<file path="config.mk">
export PLATFORM = sky130hd
export DESIGN_NAME = bist_scan_seq
export DESIGN_NICKNAME = d
export VERILOG_FILES = /design/src/rtl/bist_seq_pkg.sv /design/src/rtl/bist_prpg.sv /design/src/rtl/bist_sisr.sv /design/src/rtl/bist_seq_ctrl.sv /design/src/rtl/bist_scan_seq.sv
export SDC_FILE = /design/constraint.sdc
export NUM_CORES = 1
export LEC_CHECK = 0
export BUFFER_PORTS_ARGS = -buffer_cell sky130_fd_sc_hd__buf_2
export CORE_ASPECT_RATIO = 0.5
export CORE_MARGIN = 2
export CORE_UTILIZATION = 50
export CTS_CLUSTER_SIZE = 10
export DETAILED_ROUTE_END_ITERATION = 7
export PLACE_DENSITY = 0.82
export SLEW_MARGIN = 15
export SYNTH_ARGS = -nofsm -noshare
export SYNTH_HDL_FRONTEND = slang
export SYNTH_SLANG_ARGS = --single-unit
</file>
<file path="constraint.sdc">
create_clock -name clk -period 4.7 [get_ports clk]
set_clock_uncertainty 0.15 [all_clocks]
set_input_delay 0.94 -clock clk [delete_from_list [all_inputs] [get_ports clk]]
set_output_delay 0.94 -clock clk [all_outputs]
set_load 0.05 [all_outputs]
</file>
<file path="src/rtl/bist_seq_pkg.sv">
// Shared types for the scan self-test sequencer.
package bist_seq_pkg;
    // Sequencer phases.
    typedef enum logic [1:0] {
        ST_IDLE    = 2'd0,
        ST_SHIFT   = 2'd1,
        ST_CAPTURE = 2'd2,
        ST_FLUSH   = 2'd3
    } seq_state_e;
endpackage

</file>
<file path="src/rtl/bist_prpg.sv">
// Pattern generator: a left-shifting Fibonacci LFSR whose MSB is the serial output.
// Assumes: GEN_SEED is nonzero and GEN_TAPS selects the feedback positions.
module bist_prpg #(
    parameter int          GEN_W    = 8,
    parameter logic [GEN_W-1:0] GEN_TAPS = 8'hB8,
    parameter logic [GEN_W-1:0] GEN_SEED = 8'h5A
) (
    input  logic clk,
    input  logic rst_n,
    input  logic load,
    input  logic step,
    output logic serial_bit
);
    logic [GEN_W-1:0] gen_q;
    logic             fb;

    // Feedback bit from the tapped positions.
    always_comb fb = ^(gen_q & GEN_TAPS);

    // Reseed on load, advance on step, otherwise hold.
    always_ff @(posedge clk) begin
        if (!rst_n || load) gen_q <= GEN_SEED;
        else if (step)      gen_q <= {gen_q[GEN_W-2:0], fb};
    end

    assign serial_bit = gen_q[GEN_W-1];
endmodule

</file>
<file path="src/rtl/bist_sisr.sv">
// Serial-input signature register: an LFSR whose feedback is XORed with the input bit.
// Assumes: absorb is raised only in cycles whose sdi value belongs to a captured response.
module bist_sisr #(
    parameter int               SIG_W    = 16,
    parameter logic [SIG_W-1:0] SIG_TAPS = 16'hB400,
    parameter logic [SIG_W-1:0] SIG_SEED = 16'hACE1
) (
    input  logic             clk,
    input  logic             rst_n,
    input  logic             clear,
    input  logic             absorb,
    input  logic             sdi,
    output logic [SIG_W-1:0] sig
);
    logic [SIG_W-1:0] sig_q;
    logic             fb;

    // Tap parity mixed with the incoming response bit.
    always_comb fb = (^(sig_q & SIG_TAPS)) ^ sdi;

    // Reseed on clear, compact on absorb, otherwise hold.
    always_ff @(posedge clk) begin
        if (!rst_n || clear) sig_q <= SIG_SEED;
        else if (absorb)     sig_q <= {sig_q[SIG_W-2:0], fb};
    end

    assign sig = sig_q;
endmodule

</file>
<file path="src/rtl/bist_seq_ctrl.sv">
// Sequencer FSM: idle -> (shift, capture) x NUM_PAT -> flush -> idle with done.
// Assumes: start is synchronous; it is honoured only in the idle phase.
module bist_seq_ctrl
    import bist_seq_pkg::*;
#(
    parameter int CHAIN_LEN = 8,
    parameter int NUM_PAT   = 5
) (
    input  logic       clk,
    input  logic       rst_n,
    input  logic       start,
    output seq_state_e state,
    output logic       gen_load,
    output logic       gen_step,
    output logic       sig_clear,
    output logic       sig_absorb,
    output logic       done
);
    localparam int BIT_W = (CHAIN_LEN > 1) ? $clog2(CHAIN_LEN) : 1;
    localparam int PAT_W = (NUM_PAT > 1) ? $clog2(NUM_PAT) : 1;
    localparam logic [BIT_W-1:0] LAST_BIT = BIT_W'(CHAIN_LEN - 1);
    localparam logic [PAT_W-1:0] LAST_PAT = PAT_W'(NUM_PAT - 1);

    seq_state_e       st_q;
    logic [BIT_W-1:0] bit_cnt;
    logic [PAT_W-1:0] pat_cnt;
    logic             done_q;

    // Phase sequencing with bit and pattern counters.
    always_ff @(posedge clk) begin
        if (!rst_n) begin
            st_q    <= ST_IDLE;
            bit_cnt <= '0;
            pat_cnt <= '0;
            done_q  <= 1'b0;
        end else begin
            case (st_q)
                ST_IDLE: begin
                    if (start) begin
                        st_q    <= ST_SHIFT;
                        bit_cnt <= '0;
                        pat_cnt <= '0;
                        done_q  <= 1'b0;
                    end
                end
                ST_SHIFT: begin
                    if (bit_cnt == LAST_BIT) begin
                        bit_cnt <= '0;
                        st_q    <= ST_CAPTURE;
                    end else begin
                        bit_cnt <= bit_cnt + 1'b1;
                    end
                end
                ST_CAPTURE: begin
                    if (pat_cnt == LAST_PAT) begin
                        st_q <= ST_FLUSH;
                    end else begin
                        pat_cnt <= pat_cnt + 1'b1;
                        st_q    <= ST_SHIFT;
                    end
                end
                ST_FLUSH: begin
                    if (bit_cnt == LAST_BIT) begin
                        bit_cnt <= '0;
                        st_q    <= ST_IDLE;
                        done_q  <= 1'b1;
                    end else begin
                        bit_cnt <= bit_cnt + 1'b1;
                    end
                end
                default: st_q <= ST_IDLE;
            endcase
        end
    end

    // Enables for generator and compactor decoded from the current phase.
    always_comb begin
        gen_load   = (st_q == ST_IDLE) && start;
        sig_clear  = (st_q == ST_IDLE) && start;
        gen_step   = (st_q == ST_SHIFT);
        sig_absorb = ((st_q == ST_SHIFT) && (pat_cnt != '0)) || (st_q == ST_FLUSH);
    end

    assign state = st_q;
    assign done  = done_q;
endmodule

</file>
<file path="src/rtl/bist_scan_seq.sv">
// Top: drives one scan chain from the pattern generator, strobes capture,
// and compacts the unloaded responses while the next pattern loads.
// Assumes: scan_out is the chain tail, updated by the same clock.
module bist_scan_seq
    import bist_seq_pkg::*;
#(
    parameter int               CHAIN_LEN = 8,
    parameter int               NUM_PAT   = 5,
    parameter int               GEN_W     = 8,
    parameter logic [GEN_W-1:0] GEN_TAPS  = 8'hB8,
    parameter logic [GEN_W-1:0] GEN_SEED  = 8'h5A,
    parameter int               SIG_W     = 16,
    parameter logic [SIG_W-1:0] SIG_TAPS  = 16'hB400,
    parameter logic [SIG_W-1:0] SIG_SEED  = 16'hACE1
) (
    input  logic             clk,
    input  logic             rst_n,
    input  logic             start,
    output logic             scan_in,
    output logic             scan_en,
    output logic             capture,
    input  logic             scan_out,
    output logic [SIG_W-1:0] signature,
    output logic             done
);
    seq_state_e st;
    logic       gen_load, gen_step, sig_clear, sig_absorb, gen_bit;

    bist_seq_ctrl #(.CHAIN_LEN(CHAIN_LEN), .NUM_PAT(NUM_PAT)) u_ctrl (
        .clk(clk), .rst_n(rst_n), .start(start), .state(st),
        .gen_load(gen_load), .gen_step(gen_step),
        .sig_clear(sig_clear), .sig_absorb(sig_absorb), .done(done)
    );

    bist_prpg #(.GEN_W(GEN_W), .GEN_TAPS(GEN_TAPS), .GEN_SEED(GEN_SEED)) u_prpg (
        .clk(clk), .rst_n(rst_n), .load(gen_load), .step(gen_step),
        .serial_bit(gen_bit)
    );

    bist_sisr #(.SIG_W(SIG_W), .SIG_TAPS(SIG_TAPS), .SIG_SEED(SIG_SEED)) u_sisr (
        .clk(clk), .rst_n(rst_n), .clear(sig_clear), .absorb(sig_absorb),
        .sdi(scan_out), .sig(signature)
    );

    // Chain controls: shift during load and flush, zero fill while flushing.
    always_comb begin
        scan_en = (st == ST_SHIFT) || (st == ST_FLUSH);
        capture = (st == ST_CAPTURE);
        scan_in = (st == ST_SHIFT) && gen_bit;
    end
endmodule

</file>
==> metrics <==
mapped cell area 0.001470 mm2; Worst EP required 3.61 ns; Buffers on Ports 23; final non-filler cell total 226; final net count 197; GRT Residual Overflow 0; commonest cells in the synthesized netlist dfxtp_1 (33), nand3_1 (29), a21oi_1 (18), nand2_1 (18), o21ai_0 (18); CTS Hold Buffers Added 0; most numerous cell in the Yosys netlist dfxtp_1; drt drc 0; pin count of the biggest net entering global routing 30; synthesized instance count 172; max-slew violations 0; Post-synth EDFFs 0; leading area contributor after synthesis dfxtp_1; Core Util, Final 60.43%; area grow syn2layout 10.98%; vias in the first global route 1074; pwr dens 332.7 mW/mm2; via/cell ratio 5.531; Clock Sinks 33; worst skew pair latency 0.28 ns; Placed Instance Area 0.001545 mm2; max cap viols 0; DR iter-0 viols 81; RSZ-0062 raised after global routing false; Achievable Freq 321.2 MHz; via count 1250; post_cts resized 0; Starting Density 54.45%; die height 42.35 um; Tcrit/Tclk final 66.23%; Worst-path clk slew 0.07 ns; placer congestion estimate 0.7956; fillcell total 263; Worst slew margin 40.54%; Worst R2R Setup Slack 2.39 ns; # rows 13; Most used DFF post-synth dfxtp_1; global-route wire length before repair 4892 um; core area 0.002700 mm2; multi-input logic area 700.7 um2; register area 660.6 um2; post-route cell area 0.001632 mm2; sequential element share of the synthesized area 44.94%; Worst Tran Pin Value 0.8907 ns; initial antenna violation count 0; Crit Path Class reg -> out; post-placement cell count 219; Power, Total 0.0005428 W; chip width 80.69 um; # Post-CTS Setup Buffers 0; clock period minus worst slack 3.113 ns; Max VDD drop 0.1899 mV; CTS buffer count 5; CTS tree done; clock buffer depth 2; Die Area 0.003417 mm2; dpl hpwl 1953 um; top cells by area, synth dfxtp_1 (45%), nand3_1 (9.9%), a21oi_1 (6.1%), o21ai_0 (6.1%), nand2_1 (4.6%); Min-Delay Path Class reg -> reg; # IOs 24; Synth Register Bits 33; share of layout cells above drive strength 1 17.46%; GRT Overall Usage 18.61%; Synth warnings 0; Root Buffer clkbuf_8; outcome finished clean; Pleak 0.6356 nW; setup TNS 0 ns; per-cell routed wire length 12.84 um; Antenna Cells 0; DRT Wirelength 2901 um; H-tree Lvls 2; crit path DAT 2.02 ns; Setup violations, final 0; ys async rst share 0%; Syn Area/Cell 8.547 um2; Synth cell types 35; maximum fanout along the worst path 29; antenna-violating nets left 0; critical path startpoint category register; Worst setup EP type output pin; Post-Synthesis Net Count 180; TritonRoute pass-1 iters 4; Fin. Hold Viols 0; Yosys top cell area share 44.94%
[metal layers]
metal  routed length (um)  up-vias  GRT usage [%]
met4                   12        0          7.797
met5                    0        -              0
met3                  171        2          5.819
met2                 1350       34          27.83
met1                 1366      582          24.90
li1                     -      632              -
[final timing paths]
kind,start,end,depth (start not counted)
worst max register to register,u_ctrl.state[0],u_ctrl.bit_cnt[0],3
worst min-delay path,u_prpg.gen_q[6],u_prpg.gen_q[7],2
worst max-delay path,u_ctrl.state[0],scan_in,3
worst min register to register,u_prpg.gen_q[6],u_prpg.gen_q[7],2
[per-stage QoR]
step	worst slack [ns]	hold slack, ns
after floorplan	2.345	0.2813
after global placement	1.932	0.2987
after detailed placement	1.932	0.3043
after CTS	1.609	0.3132
after global routing	1.477	0.3318
final	1.587	0.3075
[logic make-up (layout without fill, tap and decap cells)]
family          count (synthesis)  count (layout)  share of synthesized area (%)
buf+inv                        19              36                          7.404
flops                          33              33                          44.94
compound gates                 45              45                          17.02
simple gates                   64              64                          21.96
fa+ha+maj                       4               4                          3.404
xor+xnor                        6               6                          4.510
mux                             1               1                         0.7659
[where the power goes]
part           internal [W]   total, W  switching [W]
Sequential         0.000286   0.000294     0.00000818
Combinational     0.0000120  0.0000356      0.0000236
Clock              0.000116   0.000213      0.0000971
[state kept, by name, summed over array words and instances (netlist names)]
register,flops
u_prpg.gen_q,8
u_sisr.sig,16
u_ctrl.bit_cnt,3
u_ctrl.state,2
u_ctrl.done,1
u_ctrl.pat_cnt,3
[worst max-delay path: stages, from the launching register on]
cell and delay [ns]:
dfxtp_1 0.91, and2b_1 0.41, and2_1 0.17, buf_2 0.25
[area by class of cell]
class	instances	area share, %
Tap cell	37	2.837
Inverter	6	1.380
Clock buffer	7	5.291
Timing Repair Buffer	23	7.055
Sequential cell	33	40.49
Multi-Input combinational cell	120	42.94
[cell usage in the layout, fill, tap and decap left out, types with 2 or more instances in the layout]
cell type  instances
nand2b_1           2
nand2_1           18
clkbuf_8           6
o21ai_0           18
nand3_1           29
a211oi_1           3
and2_1             2
inv_1              5
buf_2             23
a21oi_1           18
dfxtp_1           33
nor2_1             3
xnor2_1            5
and3_1             2
ha_1               4
No activity file was read; power rests on OpenSTA's default activity.
